## src/rtl/sbx_pkg.sv

```systemverilog
package sbx_pkg;
    localparam int NUM_REQ  = 8;
    localparam int ID_W     = $clog2(NUM_REQ);
    localparam int NUM_BANK = 8;
    localparam int BANK_W   = $clog2(NUM_BANK);
    localparam int BLK_W    = 13;
    localparam int ADDR_W   = BANK_W + BLK_W;
    localparam int NUM_ENT  = 16;
    localparam int CNT_W    = 16;

    typedef logic [ADDR_W-1:0]  addr_t;
    typedef logic [ID_W-1:0]    rid_t;
    typedef logic [NUM_REQ-1:0] rmask_t;

    typedef struct packed {
        addr_t  base;
        addr_t  limit;
        rmask_t allow;
    } sbx_entry_t;

    typedef struct packed {
        rid_t  id;
        logic  wr;
        addr_t addr;
    } dma_req_t;

    typedef struct packed {
        logic [BANK_W-1:0] bank;
        logic [BLK_W-1:0]  blk;
        logic              wr;
        rid_t              id;
    } grant_t;

    function automatic logic covers(addr_t a, sbx_entry_t e);
        return (a >= e.base) && (a <= e.limit);
    endfunction

    function automatic logic [BANK_W-1:0] bank_of(addr_t a);
        return a[ADDR_W-1 -: BANK_W];
    endfunction

    function automatic logic [BLK_W-1:0] blk_of(addr_t a);
        return a[BLK_W-1:0];
    endfunction
endpackage

```

## src/rtl/sbx_table.sv

```systemverilog
module sbx_table
    import sbx_pkg::*;
#(
    parameter int N_ENT = NUM_ENT,
    localparam int IDX_W = $clog2(N_ENT)
) (
    input  logic                         clk,
    input  logic                         rst,
    input  logic                         wr_en,
    input  logic [IDX_W-1:0]             wr_idx,
    input  sbx_entry_t                   wr_entry,
    output sbx_entry_t [N_ENT-1:0]       tbl_o
);
    sbx_entry_t [N_ENT-1:0] tbl_q;

    generate
        for (genvar k = 0; k < N_ENT; k++) begin : g_ent
            always_ff @(posedge clk) begin
                if (rst) begin
                    tbl_q[k] <= '0;
                end else if (wr_en && (wr_idx == IDX_W'(k))) begin
                    tbl_q[k] <= wr_entry;
                end
            end
        end
    endgenerate

    assign tbl_o = tbl_q;
endmodule

```

## src/rtl/sbx_match.sv

```systemverilog
module sbx_match
    import sbx_pkg::*;
#(
    parameter int N_ENT = NUM_ENT,
    localparam int IDX_W = $clog2(N_ENT)
) (
    input  sbx_entry_t [N_ENT-1:0] tbl_i,
    input  dma_req_t               req_i,
    output logic                   hit_o,
    output logic [IDX_W-1:0]       sel_o,
    output logic                   permit_o
);
    logic [N_ENT-1:0] hit_vec;

    generate
        for (genvar k = 0; k < N_ENT; k++) begin : g_cmp
            assign hit_vec[k] = covers(req_i.addr, tbl_i[k]);
        end
    endgenerate

    // scan from the top down so the lowest covering index wins
    always_comb begin
        sel_o = '0;
        for (int k = N_ENT - 1; k >= 0; k--) begin
            if (hit_vec[k]) sel_o = IDX_W'(k);
        end
    end

    assign hit_o    = |hit_vec;
    assign permit_o = hit_o && tbl_i[sel_o].allow[req_i.id];
endmodule

```

## src/rtl/sbx_verdict.sv

```systemverilog
module sbx_verdict
    import sbx_pkg::*;
#(
    parameter int C_W = CNT_W
) (
    input  logic           clk,
    input  logic           rst,
    input  logic           accept,
    input  logic           permit,
    input  dma_req_t       req_i,
    output logic           grant_valid,
    output grant_t         grant_o,
    output logic           deny_valid,
    output rid_t           deny_id,
    output logic [C_W-1:0] viol_count
);
    always_ff @(posedge clk) begin
        if (rst) begin
            grant_valid <= 1'b0;
            deny_valid  <= 1'b0;
            grant_o     <= '0;
            deny_id     <= '0;
            viol_count  <= '0;
        end else begin
            grant_valid <= accept && permit;
            deny_valid  <= accept && !permit;
            if (accept && permit) begin
                grant_o.bank <= bank_of(req_i.addr);
                grant_o.blk  <= blk_of(req_i.addr);
                grant_o.wr   <= req_i.wr;
                grant_o.id   <= req_i.id;
            end
            if (accept && !permit) begin
                deny_id <= req_i.id;
                if (viol_count != {C_W{1'b1}}) viol_count <= viol_count + 1'b1;
            end
        end
    end

    // one verdict per acceptance, never two at once
    a_r6_one_verdict: assert property (@(posedge clk) disable iff (rst)
        accept |=> (grant_valid ^ deny_valid));
    a_r6_no_spurious: assert property (@(posedge clk) disable iff (rst)
        !accept |=> (!grant_valid && !deny_valid));
    // forwarded bank and block come from the accepted address
    a_r1_route: assert property (@(posedge clk) disable iff (rst)
        (accept && permit) |=> (grant_o.bank == $past(req_i.addr[ADDR_W-1 -: BANK_W])
                                && grant_o.blk == $past(req_i.addr[BLK_W-1:0])));
    // deny names the requester, counter moves only on deny
    a_r7_deny_id: assert property (@(posedge clk) disable iff (rst)
        deny_valid |-> (deny_id == $past(req_i.id)));
    a_r7_count_step: assert property (@(posedge clk) disable iff (rst)
        (deny_valid && $past(viol_count) != {C_W{1'b1}}) |-> (viol_count == $past(viol_count) + 1'b1));
    a_r7_count_hold: assert property (@(posedge clk) disable iff (rst)
        !deny_valid |-> $stable(viol_count));
endmodule

```

## src/rtl/sbx_guard.sv

```systemverilog
module sbx_guard
    import sbx_pkg::*;
#(
    parameter int N_ENT = NUM_ENT,
    parameter int C_W   = CNT_W,
    localparam int IDX_W = $clog2(N_ENT)
) (
    input  logic                  clk,
    input  logic                  rst,
    input  logic                  cfg_we,
    input  logic [IDX_W-1:0]      cfg_idx,
    input  logic [ADDR_W-1:0]     cfg_base,
    input  logic [ADDR_W-1:0]     cfg_limit,
    input  logic [NUM_REQ-1:0]    cfg_mask,
    input  logic                  req_valid,
    output logic                  req_ready,
    input  logic [ID_W-1:0]       req_id,
    input  logic                  req_wr,
    input  logic [ADDR_W-1:0]     req_addr,
    output logic                  grant_valid,
    output logic [BANK_W-1:0]     grant_bank,
    output logic [BLK_W-1:0]      grant_blk,
    output logic                  grant_wr,
    output logic [ID_W-1:0]       grant_id,
    output logic                  deny_valid,
    output logic [ID_W-1:0]       deny_id,
    output logic [C_W-1:0]        viol_count
);
    sbx_entry_t [N_ENT-1:0] tbl;
    sbx_entry_t             new_entry;
    dma_req_t               req;
    grant_t                 gnt;
    logic                   ready_q;
    logic                   accept;
    logic                   m_hit;
    logic                   m_permit;
    logic [IDX_W-1:0]       m_sel;

    always_ff @(posedge clk) begin
        if (rst) ready_q <= 1'b0;
        else     ready_q <= 1'b1;
    end

    assign req_ready = ready_q;
    assign accept    = req_valid && ready_q;

    assign new_entry = '{base: cfg_base, limit: cfg_limit, allow: cfg_mask};
    assign req       = '{id: req_id, wr: req_wr, addr: req_addr};

    sbx_table #(.N_ENT(N_ENT)) u_table (
        .clk      (clk),
        .rst      (rst),
        .wr_en    (cfg_we),
        .wr_idx   (cfg_idx),
        .wr_entry (new_entry),
        .tbl_o    (tbl)
    );

    sbx_match #(.N_ENT(N_ENT)) u_match (
        .tbl_i    (tbl),
        .req_i    (req),
        .hit_o    (m_hit),
        .sel_o    (m_sel),
        .permit_o (m_permit)
    );

    sbx_verdict #(.C_W(C_W)) u_verdict (
        .clk         (clk),
        .rst         (rst),
        .accept      (accept),
        .permit      (m_permit),
        .req_i       (req),
        .grant_valid (grant_valid),
        .grant_o     (gnt),
        .deny_valid  (deny_valid),
        .deny_id     (deny_id),
        .viol_count  (viol_count)
    );

    assign grant_bank = gnt.bank;
    assign grant_blk  = gnt.blk;
    assign grant_wr   = gnt.wr;
    assign grant_id   = gnt.id;

    // an address outside every sandbox is always refused
    a_r4_uncovered_denied: assert property (@(posedge clk) disable iff (rst)
        (accept && !m_hit) |=> deny_valid);
    // the deciding entry's mask bit gates the grant
    a_r3_mask_gates: assert property (@(posedge clk) disable iff (rst)
        (accept && m_hit && !tbl[m_sel].allow[req_id]) |=> deny_valid);
    // at most one verdict outstanding
    a_r6_exclusive: assert property (@(posedge clk) disable iff (rst)
        !(grant_valid && deny_valid));
endmodule

```

## config.mk

```make
export PLATFORM = sky130hd
export DESIGN_NAME = sbx_guard
export DESIGN_NICKNAME = d
export VERILOG_FILES = /design/src/rtl/sbx_pkg.sv /design/src/rtl/sbx_table.sv /design/src/rtl/sbx_match.sv /design/src/rtl/sbx_verdict.sv /design/src/rtl/sbx_guard.sv
export SDC_FILE = /design/constraint.sdc
export NUM_CORES = 2
export LEC_CHECK = 0
export ABC_AREA = 1
export CAP_MARGIN = 40
export CORE_MARGIN = 1.5
export CORE_UTILIZATION = 40
export CTS_CLUSTER_SIZE = 16
export DETAILED_ROUTE_END_ITERATION = 8
export SKIP_CTS_REPAIR_TIMING = 1
export SYNTH_ARGS = -nofsm -noshare
export SYNTH_HDL_FRONTEND = slang
export SYNTH_SLANG_ARGS = --single-unit
```

## constraint.sdc

```tcl
create_clock -name clk -period 7.13 [get_ports clk]
set_clock_uncertainty 0.2 [all_clocks]
set_input_delay 1.426 -clock clk [delete_from_list [all_inputs] [get_ports clk]]
set_output_delay 1.426 -clock clk [all_outputs]
set_load 0.01 [all_outputs]
```

# Yosys cells after proc, flatten, opt, wreduce, memory -nomap -nowiden
# Index checks and enable logic that the tools add are counted.
[op_classes]
add_sub_neg = 1
mul = 0
div = 0
n_lt_le_gt_ge = 34
n_eq_ne = 16
shifts = 0
mux = 21
n_bitwise = 0
reduce_logical = 40
[op_table]
columns = ["cell", "count"]
rows = [
  [">= comparator 16 bit", 16],
  ["less-or-equal comparator 16 bit", 16],
  ["binary-select mux 40 bit (select 4 bit)", 1],
  ["two-way mux 4 bit", 16],
  ["logical AND 1 bit", 36],
  ["== test 4 bit, second input constant", 8],
  ["adder 16 x 1 -> 16 bit, second input constant", 1],
  ["== test 4 x 3 -> 1 bit, second input constant", 4],
  ["!= test 16 bit, second input constant", 1],
  ["OR reduction 16 bit", 1],
  ["== test 4 x 2 -> 1 bit, second input constant", 2],
  ["two-way mux 8 bit", 1],
  ["less-than comparator 4 x 5 -> 1 bit, second input constant", 1],
  ["== test 4 x 1 -> 1 bit, second input constant", 1],
  ["zero test 4 bit", 1],
  ["less-than comparator 3 x 4 -> 1 bit, second input constant", 1],
  ["binary-select mux 1 bit (select 3 bit)", 1],
  ["two-way mux 1 bit", 2],
  ["AND reduction 2 bit", 1],
  ["zero test 1 bit", 1],
]
[totals]
reg_bits = 682
latchBits = 0
ramBits = 0
rom_bits = 0
inputBits = 68
out_inout_bits = 42
word_cells = 169
memories = 0

# Longest topological paths before layout
[logic_depth]
ltp_word = 26
depth_mapped = 45
ltp_nobuf = 43

# Modules after synthesis
# From an unflattened synthesis, not the netlist that was laid out.
[hier_totals]
cells_unflattened = 6197
area_unflattened_um2 = 40597.7
[modules_own_cells]
columns = ["mod", "n_inst", "cells_each", "area_each_um2", "seq_area_each_um2"]
rows = [
  ["sbx_table", 1, 3609, 24264.5, 12812.3],
  ["sbx_match", 1, 2317, 14475.1, 0.0],
  ["sbx_verdict", 1, 267, 1826.8, 820.8],
  ["sbx_guard", 1, 4, 31.3, 20.0],
]

# Worst setup path after synthesis
# No wires, ideal clock.
[synth_timing]
path_type = "input to register"
from = "input port req_addr[0]"
to = "register u_verdict.grant_o[0] (netlist name)"
setup_ps = 70
arrival_ps = 4904
required_ps = 6860
path_slack_ps = 1956
cell_stages = 33
n_path_buf = 2
cell_sequence = "inv_1 > ha_1 > o21a_1 > o21a_1 > o21ai_1 > nand2_1 > nand2_1 > nand2_1 > nand2_1 > nand2_1 > nand2_1 > nand2_1 > nand2_1 > nand2_1 > a21oi_1 > o21ai_1 > nand2_1 > nand2_1 > nor2_2 > nand2_2 > inv_2 > buf_4 > nand3_1 > nand3_1 > nand3_1 > nand3_1 > nand2_1 > nand2_2 > nand3_4 > nor2_2 > buf_4 > nand2_1 > a21oi_1"
[synth_via]
elab_chain_len = 24
elab_cells_between_ends = 71
cone_classes = "order compare: 32; mux: 20; reduce/logical: 19"
[synth_lines]
columns = ["item", "line_no", "text"]
rows = [
  ["start: declaration", "sbx_guard.sv:19", "input logic [ADDR_W-1:0] req_addr,"],
  [">= comparator 16 bit or less-or-equal comparator 16 bit (tied branches)", "sbx_pkg.sv:35", "return (a >= e.base) && (a <= e.limit);"],
  ["logical AND 1 bit", "sbx_pkg.sv:35", ""],
  ["two-way mux 4 bit (16 in series)", "sbx_match.sv:25", "if (hit_vec[k]) sel_o = IDX_W'(k);"],
  ["binary-select mux 40 bit (select 4 bit)", "sbx_match.sv:30", "assign permit_o = hit_o && tbl_i[sel_o].allow[req_i.id];"],
  ["two-way mux 8 bit (not written as such)", "sbx_match.sv:30", ""],
  ["binary-select mux 1 bit (select 3 bit)", "sbx_match.sv:30", ""],
  ["two-way mux 1 bit (not written as such)", "sbx_match.sv:30", ""],
  ["logical AND 1 bit (*)", "sbx_match.sv:30", ""],
  ["logical AND 1 bit (*)", "sbx_verdict.sv:27", "if (accept && permit) begin"],
  ["end: declaration", "sbx_verdict.sv:12", "output grant_t grant_o,"],
]
# Mark *: on every way between the ends. The rest lies on a longest branch, timed or not. The select of a mux whose other input is x is not followed.
# A chain may end at the register's enable or synchronous reset.

# Worst setup path in the final report
[layout_timing]
from = "input port req_addr[0]"
to = "register u_verdict.grant_o[12] (netlist name)"
# The elaborated chain is that of the path after synthesis.

==> key figures <==
Synthesis
  • Seq/Total Area, Yosys: between 30 and 40%
  • Number of synthesized flops with an enable pin: 0
  • Syn_nets: approximately 5,500
  • Mapped Avg Cell Area: around 7.5 µm²
  • Leading area contributor after synthesis: dfxtp_1
  • Main synth FF type: dfxtp_1
  • Number of synthesized register bits: ~700
  • Top cell type's share of synthesized area: 36.8%
  • Synthesized cell area: between 30,000 and 40,000 µm²
  • Synth Instances: 4,967
  • Ys Warns: 0
  • Async S/R FF share, synth: 0%
  • Most area-consuming cells after synthesis: dfxtp_1, ha_1, a21oi_1, o21ai_0, inv_1
  • Post-synth cell types: 42

Final layout
  • Final nets: about 5,600
  • Final Non-Filler Cells: around 6,300
  • Fill count: about 9,100
  • Synthesis-to-layout area growth: 14.7%
  • Proportion of layout cells with a drive suffix above 1: roughly 6.1%

Worst setup path
  • Critical path capture point type: flip-flop
  • Startpoint types: input port
  • Crit path max fanout: 20
  • Worst Path Required: 7.51 ns
  • Crit path from: req_addr[0]
  • R2R Path Start: u_table.tbl_o[519]
  • Crit path arrival time: approximately 6.7 ns
  • Crit Path Category: in2reg
  • Crit-path max cell delay: ~0.46 ns
  • Slowest cell on the critical path: clkdlybuf4s50_1
  • Top cell by count, worst path: nand2_1

Clocking
  • Num CTS Buffers: 79
  • Clk Latency, worst-skew pair: 0.66 ns
  • H-tree Lvls: 3
  • CTS sink cnt: 682
  • CTS max path bufs: 3
  • Root buffer cell: clkbuf_16
  • Clock Pin Slew Worst Setup and Hold Paths: 0.07 ns
  • CTS tree: yes

Timing
  • FMAX: about 160 MHz
  • Final hold vios: 0
  • RSZ-0062 raised after global routing: false
  • Slew at the pin closest to its max-slew limit: between 0.9 and 1 ns
  • Period minus WS final: 6.35 ns
  • Relative slew slack: 39.3%
  • Setup_tns: 0 ns
  • # setup viols final: 0
  • Final Cycle Share: between 80% and 90%
  • Max-slew violations: 0

Die
  • Die Area: approximately 95,000 µm²
  • Row Count: approximately 110
  • Initial Util: around two fifths
  • Die Wd: approximately 310 µm
  • Core Region: between 90,000 and 100,000 µm²
  • I/O pins: 110
  • Chip height: a little over 300 µm

Power
  • Peak VDD IR: between 150 and 200 µV
  • PwrDens: 225 nW/µm²
  • Leak Pwr: between 15 and 20 nW

Placement
  • Gpl congestion: 0.892
  • Dpl cells: 6,172
  • HPWL Detailed: slightly above 80 mm
  • Port bufs: roughly 110

Outcome
  • Status: completed

Hold path
  • Min-delay src: u_table.tbl_o[504]
  • Min-Delay Path Class: reg2reg

Global route
  • Initial antenna violation count: 16
  • Global route total overflow: 0
  • Vias in the first global route: 30,200
  • Total global-route track usage: 25.2%
  • First-pass GRT wire length: roughly 180 mm
  • Largest net degree at the start of global routing: 189

Detailed routing
  • WL final: roughly 120 mm
  • Initial DRC count: approximately 3,100
  • Via count: 33,200
  • DRC: 0
  • Wire per inst: 19.2 µm
  • Pre-antenna DRT Iters: 6
  • Vias/cell: 5.25
  • Antenna-violating nets left: 0

Run
  • Max-cap viol count: 0
[power by group]
part	total (W)	leakage [nW]	internal, W	switching, W
Combinational	0.00142	10.2	0.000491	0.000930
Clock	0.00421	1.31	0.00246	0.00176
Sequential	0.00394	5.52	0.00390	0.0000358
[cells in the mapped netlist (13+ instances only)]
master,n
nand2_1,517
nor2_1,399
dfxtp_1,682
ha_1,513
clkinv_1,16
a211oi_1,18
a21oi_1,747
clkbuf_1,245
o21a_1,14
inv_1,661
o211ai_1,13
nand3_1,227
o21ai_0,693
buf_2,14
nand4_1,62
nor3_1,44
[logic make-up (layout without fill, tap and decap cells)]
| family | count (synthesis) | after routing | synth area share, % |
|---|---|---|---|
| compound gates | 1538 | 1538 | 21.4 |
| xor+xnor | 1 | 1 | 0.0236 |
| fa+ha+maj | 513 | 513 | 17.3 |
| buf+inv | 958 | 1061 | 10.0 |
| flops | 682 | 682 | 36.8 |
| other cells | 0 | 2 | 0 |
| simple gates | 1275 | 1275 | 14.5 |
[stage by stage]
stage | hold WS, ns | instance area, µm² | total power [W] | utilization [%] | setup WS (ns)
finish | 0.252 | 42600 | 0.00957 | 46.4 | 0.781
CTS | 0.253 | 42600 | 0.00963 | 46.4 | 0.783
global route | 0.270 | 42600 | 0.00997 | 46.4 | 0.328
floorplan | 0.224 | 37100 | 0.00490 | - | 1.96
detailed placement | 0.243 | 39900 | 0.00542 | 43.5 | 0.114
global placement | 0.237 | 39500 | 0.00538 | 43.0 | 0.201
[placed cells by master, fill, tap and decap left out, drive strengths merged, types with 18 or more instances in the layout]
cell type / n
nor3: 49
nand4: 62
dfxtp: 682
nor2: 402
nand3: 228
nand2: 522
clkinv: 23
a21oi: 747
clkdlybuf4s50: 94
ha: 513
a211oi: 18
inv: 682
o21ai: 703
clkbuf: 108
buf: 144
[worst max-delay path: cells and delay by family]
family | cells | cell delay, ns
adder cells (fa/ha/maj) | 1 | 0.29
buffers and inverters | 6 | 1.64
AND/OR/NAND/NOR | 22 | 2.50
AO/OA/AOI/OAI | 6 | 0.86
[layer usage]
| layer | vias up | track usage [%] | share of wire (%) |
|---|---|---|---|
| met3 | 213 | 4.47 | 7.3 |
| met4 | 6 | 8.48 | 3.1 |
| met2 | 959 | 39.1 | 43 |
| li1 | 16700 | - | - |
| met1 | 15200 | 35.1 | 46 |
| met5 | - | 0 | 0.029 |
[layout make-up]
class,count,area [µm²],share of cell area [%]
Timing Repair Buffer,238,2330,5.48
Clock inverter,33,458,1.08
Sequential cell,682,13700,32.1
Inverter,682,2570,6.03
Tap cell,1243,1560,3.65
Antenna cell,2,5.00,0.0118
Clock buffer,108,2220,5.21
Multi-Input combinational cell,3327,19800,46.5
[flip-flops by register name (all words and copies together), names as in the netlist]
register	cells
u_table.tbl_o	640
u_verdict.grant_o	20
u_verdict.viol_count	16
u_verdict.deny_id	3
req_ready	1
u_verdict.deny_valid	1
u_verdict.grant_valid	1
[worst paths after layout]
path                                              end  slack (ns)  cells past startpoint
worst min-delay path               u_table.tbl_o[504]        0.25                      2
worst min register to register     u_table.tbl_o[504]        0.25                      2
worst max register to register  u_verdict.grant_o[12]        2.16                     36
worst max-delay path            u_verdict.grant_o[12]        0.78                     35
Note: power is estimated with default switching activity, not from simulation.
